### src/rtl/pow2_scaler.sv
module pow2_scaler #(
  parameter int EXP_W  = 8,
  parameter int FRAC_W = 23,
  parameter int K_W    = 10,
  localparam int DATA_W = 1 + EXP_W + FRAC_W,
  localparam int SUM_W  = EXP_W + 3,
  localparam int EXP_MAX = (1 << EXP_W) - 1
) (
  input  logic              clk,
  input  logic              rst_n,
  input  logic              in_valid,
  input  logic [DATA_W-1:0] in_value,
  input  logic [K_W-1:0]    in_k,
  output logic              out_valid,
  output logic [DATA_W-1:0] out_value
);

  logic              sgn;
  logic [EXP_W-1:0]  ex;
  logic [FRAC_W-1:0] fr;
  logic signed [SUM_W-1:0] sum;
  logic [DATA_W-1:0] res;

  assign sgn = in_value[DATA_W-1];
  assign ex  = in_value[DATA_W-2:FRAC_W];
  assign fr  = in_value[FRAC_W-1:0];
  assign sum = $signed({{(SUM_W-EXP_W){1'b0}}, ex})
             + $signed({{(SUM_W-K_W+1){in_k[K_W-2]}}, in_k[K_W-2:0]});

  always_comb begin
    if (in_k[K_W-1])
      res = {1'b0, {EXP_W{1'b1}}, 1'b1, {(FRAC_W-1){1'b0}}};
    else if (ex == EXP_W'(EXP_MAX))
      res = in_value;
    else if (ex == '0 || sum <= 0)
      res = {sgn, {(DATA_W-1){1'b0}}};
    else if (sum >= SUM_W'(EXP_MAX))
      res = {sgn, {EXP_W{1'b1}}, {FRAC_W{1'b0}}};
    else
      res = {sgn, sum[EXP_W-1:0], fr};
  end

  always_ff @(posedge clk) begin
    if (!rst_n) begin
      out_valid <= 1'b0;
      out_value <= '0;
    end else begin
      out_valid <= in_valid;
      if (in_valid) out_value <= res;
    end
  end

endmodule


### config.mk
export PLATFORM = sky130hd
export DESIGN_NAME = pow2_scaler
export DESIGN_NICKNAME = d
export VERILOG_FILES = /design/src/rtl/pow2_scaler.sv
export SDC_FILE = /design/constraint.sdc
export NUM_CORES = 1
export LEC_CHECK = 0
export BUFFER_PORTS_ARGS = -buffer_cell sky130_fd_sc_hd__buf_4
export CAP_MARGIN = 10
export CELL_PAD_IN_SITES_DETAIL_PLACEMENT = 1
export CELL_PAD_IN_SITES_GLOBAL_PLACEMENT = 2
export CORE_ASPECT_RATIO = 1.25
export CORE_MARGIN = 2
export CORE_UTILIZATION = 23
export DETAILED_ROUTE_END_ITERATION = 10
export HOLD_SLACK_MARGIN = 0.12
export PLACE_DENSITY = 0.83
export SKIP_CTS_REPAIR_TIMING = 1
export SYNTH_ARGS = -nofsm -noshare
export SYNTH_HDL_FRONTEND = slang
export SYNTH_SLANG_ARGS = --single-unit
### constraint.sdc
create_clock -name clk -period 2.82 [get_ports clk]
set_input_delay 0.282 -clock clk [delete_from_list [all_inputs] [get_ports clk]]
set_output_delay 0.282 -clock clk [all_outputs]
set_load 0.01 [all_outputs]
==> results.yml <==
worst_hold_path:
  hold_class: "input pin to register"
  min_path_cells: 2
  min_from: "in_value[4]"
  holdPathEnd: "out_value[4]$_SDFFE_PN0P_"
global_routing:
  grt-ovfl-total: 0
  grt_pass1_vias: 1831
  antenna_found_initial: 0
  grt_pass1_wl_um: 8380
  grt_usage: 0.134
  grt_max_degree: 23
logic_synthesis:
  synth_edf_count: 0
  synth_cells: 169
  synth_largest_area_cell: "dfxtp_1"
  yosysMostFrequentCell: "dfxtp_1"
  synth_ff_type: "dfxtp_1"
  netlist_top_cells_area: "dfxtp_1, a22o_1, ha_1, nor2_1, a211oi_1"
  synth_top_area_frac: 0.401
  synth_nets: 223
  ys_seq_area_frac: 0.401
  synthArstFlopShare: 0
  yosysWarnings: 0
  netlist_top_cells_count: "dfxtp_1, a22o_1, nor2_1"
  ys_ff_latch: 33
  syn_area_um2: 1650
  synth_area_per_cell_um2: 9.76
  synth_cell_type_count: 39
power_and_ir_drop:
  power.density_nw_per_um2: 489
  power_leakage_nw: 1.27
  ir_drop_v: 0.000238
  power.total_mw: 1.32
timing:
  clock_skew_ns: 0
  fin_crit_sh: 0.972
  tightest_slew_ns: 0.395
  hold_viol: 0
  finalSetupViolCount: 0
  max_freq_mhz: 365
  setup_ws_ns: 0.0795
  fin_crit_ns: 2.74
  drv_slew: 0
  relSlewSlack: 0.736
die:
  initial_core_util: 0.238
  io_pins: 78
  die_area_um2: 7870
  dieHeight_um: 98.7
  num_rows: 34
  die_w_um: 79.7
  core_um2: 6930
clock_network:
  clk_latency_ns: 0.28
  clkSinkCount: 33
  cts_tree: "built"
  clk_pin_slew_ns: 0.06
  clock_path_buffers: 2
  cts_made_buffers: 5
  cts-root-buf: "clkbuf_8"
  cts_max_level: 2
run_status:
  status: "finished, final reports clean"
routing:
  dr.pass1.iters: 4
  drc: 0
  vias: 1773
  wire_per_inst_um: 14.6
  wl_um: 5370
  drtAntennaViolNets: 0
  drt_iter0_drc: 22
  viasPerCell: 4.80
placement:
  io_buffer_count: 77
  gp_congestion: 0.757
  post-place-ws_ns: -0.621
  hpwl_um: 4280
setup_path:
  timing.rr.start: "out_value[22]$_SDFFE_PN0P_"
  startpoint_type: "input pin"
  crit_fanout: 11
  critPathKind: "input pin to register"
  r2r_end: "out_value[22]$_SDFFE_PN0P_"
  r2r_setup_slack_ns: 2.08
  rr_worst_depth: 4
  crit_required_ns: 2.99
  arrival_ns: 2.91
  crit_path_end_kind: "register"
job:
  max_cap_viol_count: 0
finish:
  syn_to_final_growth_pct: 64.0
  nNetsFinal: 332
  drive_above_1_share: 0.473
  insertedDiodeCount: 0
[registers in the layout, indices dropped and copies added (netlist names)]
signal     count
out_value     32
out_valid      1
[kinds of logic (layout without fill, tap and decap cells)]
group           after synthesis  after routing  synth area share
compound gates               60             60             0.283
fa+ha+maj                     9              9            0.0728
buf+inv                      13            122            0.0387
simple gates                 49             50             0.174
flops                        33             33             0.401
xor+xnor                      5              5            0.0311
[critical path, stage by stage]
cell      delay, ns
buf_4          0.11
ha_1           0.21
fa_2           0.37
a21o_1         0.19
a21oi_2        0.17
buf_4          0.14
xnor2_2        0.12
nand3_1        0.12
or4_4          0.46
a41oi_4        0.26
nor4bb_4       0.08
buf_4          0.19
a22o_1         0.19
[report_power, final]
part           leakage [nW]  switching [mW]  internal (mW)  total [mW]
combinational         0.938           0.169          0.198       0.367
clock                0.0585           0.165          0.288       0.453
sequential            0.269          0.0122          0.489       0.501
[per-layer routing]
layer,vias up,global-route usage,wire length [µm]
met2,78,0.248,2720
li1,858,-,-
met1,831,0.152,2170
met4,0,0.0443,76
met5,-,0,0
met3,6,0.0275,407
[placed cells by master (no fill, tap or decap), types with 3 or more instances in the layout]
master / instances
o21ai_0: 7
nor2_1: 15
a21o_1: 5
inv_1: 6
ha_1: 8
clkbuf_8: 6
nand3b_1: 3
o21ai_1: 3
nand4_1: 3
buf_4: 108
nor3_1: 5
a211oi_1: 7
a21oi_2: 4
a22o_1: 22
nand3_1: 7
a21oi_1: 4
dfxtp_1: 33
[cell type report]
type | count | area (µm²)
Clock inverter | 1 | 30.0
Timing Repair Buffer | 108 | 811
Multi-Input combinational cell | 124 | 981
Inverter | 6 | 22.5
Sequential cell | 33 | 661
Fill cell | 823 | 4230
Tap cell | 90 | 113
Clock buffer | 7 | 86.3
[metrics by stage]
stage          instances  cell area (µm²)  TNS [ns]  utilization  hold slack, ns
5_1_grt              369             2700  -0.00534        0.390           0.206
4_1_cts              365             2630     -7.01        0.379           0.202
3_5_place_dp         357             2510    -13.91        0.362           0.469
2_1_floorplan        169             1650         0            -           0.408
6_report             369             2700         0        0.390           0.214
3_3_place_gp         357             2510    -12.09        0.362           0.462
[worst max path at each step]
stage                       startpoint                          to
after detailed placement  in_value[23]   out_value[0]$_SDFFE_PN0P_
after CTS                 in_value[23]   out_value[0]$_SDFFE_PN0P_
after global placement    in_value[23]   out_value[2]$_SDFFE_PN0P_
after floorplan           in_value[23]   out_value[0]$_SDFFE_PN0P_
final                     in_value[23]   out_value[8]$_SDFFE_PN0P_
after global routing      in_value[23]  out_value[13]$_SDFFE_PN0P_
(Power assumes the default switching activity.)
